==> src/rtl/evcap_pkg.sv <==
package evcap_pkg;
    localparam int CNT_W   = 12;
    localparam int DATA_W  = 8;
    localparam int HI_W    = CNT_W - DATA_W;
    localparam int PAD_W   = DATA_W - 1 - HI_W;
    localparam int N_CH    = 2;
    localparam int SYNC_N  = 2;

    localparam logic [1:0] ADDR_LO  = 2'd0;
    localparam logic [1:0] ADDR_HI  = 2'd1;
    localparam logic [1:0] ADDR_MSK = 2'd2;

    localparam int SW_BIT    = 7;
    localparam int MSK_A_BIT = 3;
    localparam int MSK_B_BIT = 4;

    typedef struct packed {
        logic [CNT_W-1:0]  cap;
        logic              src_sw;
        logic [DATA_W-1:0] tmp;
        logic [N_CH-1:0]   mask;
        logic [N_CH-1:0]   irq;
    } rf_state_t;
endpackage

==> src/rtl/evcap_sync_edge.sv <==
module evcap_sync_edge #(
    parameter int STAGES = 2
) (
    input  logic clk,
    input  logic rst_n,
    input  logic async_i,
    output logic rise_o
);
    typedef struct packed {
        logic [STAGES:0] pipe;
    } sync_state_t;

    sync_state_t st_d, st_q;

    always_comb begin
        st_d      = st_q;
        st_d.pipe = {st_q.pipe[STAGES-1:0], async_i};
    end

    always_ff @(posedge clk or negedge rst_n) begin
        if (!rst_n) st_q <= '0;
        else        st_q <= st_d;
    end

    assign rise_o = st_q.pipe[STAGES-1] & ~st_q.pipe[STAGES];
endmodule

==> src/rtl/evcap_regs.sv <==
module evcap_regs
    import evcap_pkg::*;
(
    input  logic              clk,
    input  logic              rst_n,
    input  logic [CNT_W-1:0]  cnt_i,
    input  logic [N_CH-1:0]   hw_ev_i,
    input  logic [1:0]        bus_addr_i,
    input  logic              bus_wr_i,
    input  logic              bus_rd_i,
    input  logic [DATA_W-1:0] bus_wdata_i,
    output logic [DATA_W-1:0] bus_rdata_o,
    output logic [N_CH-1:0]   irq_o,
    output logic [CNT_W-1:0]  cap_o,
    output logic              src_o,
    output logic [N_CH-1:0]   mask_o
);
    rf_state_t st_d, st_q;
    logic      sw_trig;

    assign sw_trig = bus_wr_i && (bus_addr_i == ADDR_HI) && bus_wdata_i[SW_BIT];

    always_comb begin
        st_d     = st_q;
        st_d.irq = hw_ev_i & st_q.mask;

        // Software has priority over a hardware event on the same edge.
        if (sw_trig) begin
            st_d.cap    = cnt_i;
            st_d.src_sw = 1'b1;
        end else if (|hw_ev_i) begin
            st_d.cap    = cnt_i;
            st_d.src_sw = 1'b0;
        end

        if (bus_wr_i && (bus_addr_i == ADDR_MSK)) begin
            st_d.mask[0] = bus_wdata_i[MSK_A_BIT];
            st_d.mask[1] = bus_wdata_i[MSK_B_BIT];
        end

        // Low-byte read freezes the matching high part for the next access.
        if (bus_rd_i && (bus_addr_i == ADDR_LO))
            st_d.tmp = {st_q.src_sw, {PAD_W{1'b0}}, st_q.cap[CNT_W-1:DATA_W]};
    end

    always_ff @(posedge clk or negedge rst_n) begin
        if (!rst_n) st_q <= '0;
        else        st_q <= st_d;
    end

    always_comb begin
        bus_rdata_o = '0;
        case (bus_addr_i)
            ADDR_LO:  bus_rdata_o = st_q.cap[DATA_W-1:0];
            ADDR_HI:  bus_rdata_o = st_q.tmp;
            ADDR_MSK: begin
                bus_rdata_o[MSK_A_BIT] = st_q.mask[0];
                bus_rdata_o[MSK_B_BIT] = st_q.mask[1];
            end
            default:  bus_rdata_o = '0;
        endcase
    end

    assign irq_o  = st_q.irq;
    assign cap_o  = st_q.cap;
    assign src_o  = st_q.src_sw;
    assign mask_o = st_q.mask;
endmodule

==> src/rtl/evcap_top.sv <==
module evcap_top
    import evcap_pkg::*;
(
    input  logic              clk,
    input  logic              rst_n,
    input  logic [CNT_W-1:0]  cnt_i,
    input  logic              ev_a_i,
    input  logic              ev_b_i,
    input  logic              cmp_i,
    input  logic              sel_cmp_i,
    input  logic              cap_en_a_i,
    input  logic              cap_en_b_i,
    input  logic [1:0]        bus_addr_i,
    input  logic              bus_wr_i,
    input  logic              bus_rd_i,
    input  logic [DATA_W-1:0] bus_wdata_i,
    output logic [DATA_W-1:0] bus_rdata_o,
    output logic              irq_a_o,
    output logic              irq_b_o
);
    logic [N_CH-1:0]  raw_ev;
    logic [N_CH-1:0]  ch_en;
    logic [N_CH-1:0]  ch_rise;
    logic [N_CH-1:0]  hw_ev;
    logic [N_CH-1:0]  irq_vec;
    logic [N_CH-1:0]  mask_bits;
    logic [CNT_W-1:0] cap_val;
    logic             cap_src;

    assign raw_ev[0] = sel_cmp_i ? cmp_i : ev_a_i;
    assign raw_ev[1] = ev_b_i;
    assign ch_en     = {cap_en_b_i, cap_en_a_i};

    for (genvar g = 0; g < N_CH; g++) begin : g_ch
        evcap_sync_edge #(.STAGES(SYNC_N)) u_sync (
            .clk     (clk),
            .rst_n   (rst_n),
            .async_i (raw_ev[g]),
            .rise_o  (ch_rise[g])
        );
        assign hw_ev[g] = ch_rise[g] & ch_en[g];
    end

    evcap_regs u_regs (
        .clk         (clk),
        .rst_n       (rst_n),
        .cnt_i       (cnt_i),
        .hw_ev_i     (hw_ev),
        .bus_addr_i  (bus_addr_i),
        .bus_wr_i    (bus_wr_i),
        .bus_rd_i    (bus_rd_i),
        .bus_wdata_i (bus_wdata_i),
        .bus_rdata_o (bus_rdata_o),
        .irq_o       (irq_vec),
        .cap_o       (cap_val),
        .src_o       (cap_src),
        .mask_o      (mask_bits)
    );

    assign irq_a_o = irq_vec[0];
    assign irq_b_o = irq_vec[1];
endmodule

==> config.mk <==
export PLATFORM = sky130hd
export DESIGN_NAME = evcap_top
export DESIGN_NICKNAME = d
export VERILOG_FILES = /design/src/rtl/evcap_pkg.sv /design/src/rtl/evcap_sync_edge.sv /design/src/rtl/evcap_regs.sv /design/src/rtl/evcap_top.sv
export SDC_FILE = /design/constraint.sdc
export NUM_CORES = 1
export LEC_CHECK = 0
export CAP_MARGIN = 20
export CORE_ASPECT_RATIO = 1.25
export CORE_UTILIZATION = 52
export DETAILED_ROUTE_END_ITERATION = 8
export DONT_BUFFER_PORTS = 1
export PLACE_DENSITY = 0.75
export SLEW_MARGIN = 20
export SYNTH_ARGS = -nofsm -noshare
export SYNTH_HDL_FRONTEND = slang
export SYNTH_SLANG_ARGS = --single-unit
==> constraint.sdc <==
create_clock -name clk -period 2.7 [get_ports clk]
set_input_delay 0.54 -clock clk [delete_from_list [all_inputs] [get_ports clk]]
set_output_delay 0.54 -clock clk [all_outputs]
set_load 0.05 [all_outputs]
* Word level (Yosys, flattened, before mapping)
Cells that the tools add are included.
Cells by class: equality and inequality tests 2, bitwise logic cells 7, muxes and demuxes 6, reduce and logical (&&, ||, !) cells 7
Operators by type and width (count):
- $mux W13 | 2
- $pmux W3 S2 | 2
- $pmux W2 S3 | 1
- $and A1 B1 Y1 | 4
- $logic_and A1 B1 Y1 | 4
- $and A2 B2 Y2 | 1
- $eq A2 B1 Y1 const B | 1
- $eq A2 B2 Y1 const B | 1
- $logic_not A2 Y1 | 1
- $not A1 Y1 | 2
- $reduce_bool A2 Y1 | 1
- $reduce_or A2 Y1 | 1
- $mux W1 | 1
Storage, ports and cells: logic and storage cells 29, bits of input ports 32, flip-flop bits (word level) 28, output and inout port bits 10

* Logic depth before layout (Yosys ltp)
word-level depth 6, mapped depth 5, gate-level depth less buffers 3

* Modules after synthesis
From an unflattened synthesis, not the netlist that was laid out.
Second synthesis, totals: cell total of the unflattened synthesis 98, area total of the unflattened synthesis 1372.6 µm²
By module, submodules not included:
- evcap_regs | instances 1, seq. area each 550.5 µm², cells each 87, area each 1167.4 µm²
- evcap_sync_edge | instances 2, seq. area each 75.1 µm², cells each 4, area each 88.8 µm²
- evcap_top | instances 1, seq. area each 0.0 µm², cells each 3, area each 27.5 µm²

* Least setup slack after synthesis
OpenSTA, ideal clock, no wires.
path kind in2out, start input bus_addr_i[0], end output bus_rdata_o[3], stages on the path 3, buffers on the path 1, arrival time 1.867 ns, slack 0.293 ns, required time 2.160 ns, path through buf_6 > mux2i_1 > o21ai_0
Between the ends: word-level cells in the longest chain between the ends 2, elaborated cells on any way between the ends 4, classes of those cells eq/ne: 2; mux: 1; reduce/logical: 1
RTL lines:
- from (decl) | RTL line evcap_top.sv:13 | input logic [1:0] bus_addr_i,
- $eq A2 B2 Y1 (tied with other cells) | RTL line evcap_regs.sv:53 | case (bus_addr_i)
- $pmux W2 S3 (*) | RTL line evcap_regs.sv:53
- to (decl) | RTL line evcap_top.sv:17 | output logic [DATA_W-1:0] bus_rdata_o,
Every way passes the cells marked *; elsewhere a longest branch is shown, timed or not.

* Final worst setup path
start register u_regs.st_q, in the netlist u_regs.cap_o[3], end output bus_rdata_o[3]
Between the ends: word-level cells in the longest chain between the ends 1
RTL lines:
- from (decl) | RTL line evcap_regs.sv:18 | rf_state_t st_d, st_q;
- from (signal assigned) | RTL line evcap_regs.sv:48 | else st_q <= st_d;
- $pmux W2 S3 | RTL line evcap_regs.sv:53
No other way between the ends.

==> flow_summary.ini <==
[timing]
tns_ps = 0
worstMarginPinSlew_ps = 506
final_max_slew_viol_count = 0
rsz0062_at_grt = false
hold_violations = 0
finClkSkew_ps = 5.22
fin_crit_ps = 1700
setup_viol = 0
fin_crit_sh = 0.629
slew_headroom = 0.665
fmaxAchievable_ghz = 0.589

[routing]
ant_nets = 0
drt_iter0_markers = 3
route.detailed.drc = 0
vias = 625
wirelength_um = 1840
firstDrtPassIters = 4
vias_per_cell = 5.21
routedWlPerCell_um = 15.3

[min_path]
hold_end = g_ch[1].u_sync.st_q[0]
min_delay_path_depth = 0
hold_path.class = primary input to flip-flop
hp-start = ev_b_i

[finish]
nets = 122
areaGrowthSynthToFinish_pct = 9.60
layout-drive-gt1-share = 0.371
diodes = 0
final_cell_count_no_fill = 120
fin_area_um2 = 1310

[floorplan]
initial_utilization = 0.548
die_h_um = 55.7
die_x_um = 44.9
placementRows = 19
coreArea_um2 = 2190
dieArea_um2 = 2500
ioPinCount = 42

[pwr]
p_switching_uw = 274
power_frac_seq = 0.556
switching_share = 0.283
intPower_uw = 693
p_leak_uw = 0.000629
combPwrFrac = 0.243
p_per_area_nw_per_um2 = 736
power_uw = 967
peakVddDrop_mv = 0.462
clkPwrFrac = 0.201

[yosys]
synthCells = 81
ys_warn_count = 0
syn_avg_cell_area_um2 = 14.8
syn_area_um2 = 1200
syn-num-nets = 113
ys_ff_latch = 28
ys_types = 17
ys_seq_area_frac = 0.585

[clock_network]
clkSlewWorstSetupHoldPaths_ps = 140
post_cts_buffers = 0
cts_tree = done
cts_buffer_depth = 2
htreeDepth = 1
hold_buffers = 1
cts_buffers = 3
clk_latency_ps = 320
ctsResizeCount = 0
cts_sinks = 28
ctsRootBufferMaster = clkbuf_4

[grt]
grt_pass1_wl_um = 3140
grt_max_degree = 29
grt_antenna_before_repair = 0
globalRouteTotalUtil = 0.176
grt_pass1_vias = 713
grt_overflow = 0

[setup_path]
slowest_stage = dfrtp_1
critical-path-max-stage-delay_ps = 410
cp.arrival_ps = 1160
worstPathMaxFanout = 2
reg2reg_setup_slack_ps = 1360
required_ps = 2160
start_kind = flip-flop
reg2reg_to = u_regs.cap_o[1]
worstPathCellList = mux2i_1, o21ai_1, buf_4
reg2regPathDepth = 3
crit_path_end_kind = output pin
critPathKind = flip-flop to output pin
r2r-start = g_ch[1].u_sync.st_q[2]

[placement]
dpl.hpwl_um = 1370
io_buffers = 0
place_area_um2 = 1250
routabilityCongestion = 0.708
dp_cells = 114

[outcome]
status = completed

[run]
maxCapViolCount = 0
## critical path: cells and delay by family (launching register included)
family                 cells  cell delay (ps)
flip-flops                 1              410
buffers and inverters      1              190
AO/OA/AOI/OAI              1               80
multiplexers               1              170
## cells in the final DEF, fill, tap and decap left out
| cell type | n |
|---|---|
| and2_1 | 3 |
| buf_12 | 1 |
| buf_4 | 6 |
| clkbuf_4 | 3 |
| clkbuf_8 | 1 |
| dfrtp_1 | 28 |
| dlygate4sd3_1 | 1 |
| inv_1 | 2 |
| mux2_2 | 10 |
| mux2_4 | 10 |
| mux2i_1 | 6 |
| nand2_1 | 3 |
| nand3_1 | 1 |
| nand3_4 | 1 |
| nand3b_1 | 2 |
| nand4b_4 | 1 |
| nor2_1 | 8 |
| nor2b_1 | 1 |
| o21ai_1 | 1 |
## cell type report
class | count | area [µm²]
clock buffer | 4 | 36.3
multi-input combinational | 47 | 455
fill | 182 | 873
tap | 31 | 38.8
timing repair buffer | 8 | 75.1
sequential | 28 | 701
inverter | 2 | 7.51
## kinds of logic after synthesis
group,Yosys count,synth area share
mux,26,0.269
simple gates,20,0.106
compound gates,1,0.00417
buf+inv,6,0.0355
flops,28,0.585
## Yosys cell counts, drive strengths merged
cell type | instances | area, µm²
dfrtp | 28 | 701
mux2 | 20 | 263
nor2 | 8 | 30.0
mux2i | 6 | 60.1
buf | 4 | 35.0
and2 | 3 | 18.8
nand2 | 3 | 11.3
inv | 2 | 7.51
nand3 | 2 | 22.5
nand3b | 2 | 15.0
nand4b | 1 | 23.8
nor2b | 1 | 6.26
o21ai | 1 | 5.00
## per-stage QoR
| stage | utilization | hold WS (ps) | setup slack, ps |
|---|---|---|---|
| global placement | 0.570 | 245 | 1050 |
| floorplan | - | 244 | 293 |
| global route | 0.601 | 202 | 893 |
| finish | 0.601 | 236 | 1000 |
| CTS | 0.596 | 7.07 | 979 |
| detailed placement | 0.570 | 245 | 1030 |
## power groups by stage
stage	Clock [µW]	Combinational [µW]	Sequential [µW]
2_1_floorplan	0	197	534
3_3_place_gp	0	219	544
3_5_place_dp	0	224	548
4_1_cts	203	236	539
5_1_grt	218	255	549
6_report	194	235	538
## worst max path at each step
stage / startpoint / slack (ps) / depth (start not counted) / end
6_report: u_regs.cap_o[3] / 1000 / 3 / bus_rdata_o[3]
5_1_grt: u_regs.cap_o[3] / 890 / 3 / bus_rdata_o[3]
4_1_cts: u_regs.cap_o[3] / 980 / 3 / bus_rdata_o[3]
3_5_place_dp: bus_addr_i[1] / 1030 / 2 / bus_rdata_o[5]
3_3_place_gp: bus_addr_i[1] / 1050 / 2 / bus_rdata_o[6]
2_1_floorplan: bus_addr_i[0] / 290 / 3 / bus_rdata_o[3]
## layer usage
metal / track usage / part of all wire / vias to the layer above
met1: 0.229 / 0.42 / 313
met4: 0.0823 / 0.0087 / 0
met3: 0.0292 / 0.039 / 2
met2: 0.280 / 0.53 / 19
li1: - / - / 291
met5: 0 / 0 / -
## registers in the layout, indices dropped and copies added, names as in the netlist
signal / cells
g_ch.u_sync.st_q: 6
u_regs.cap_o: 12
u_regs.irq_o: 2
u_regs.mask_o: 2
u_regs.src_o: 1
u_regs.st_q: 5
Power figures use the tool's default switching activity.
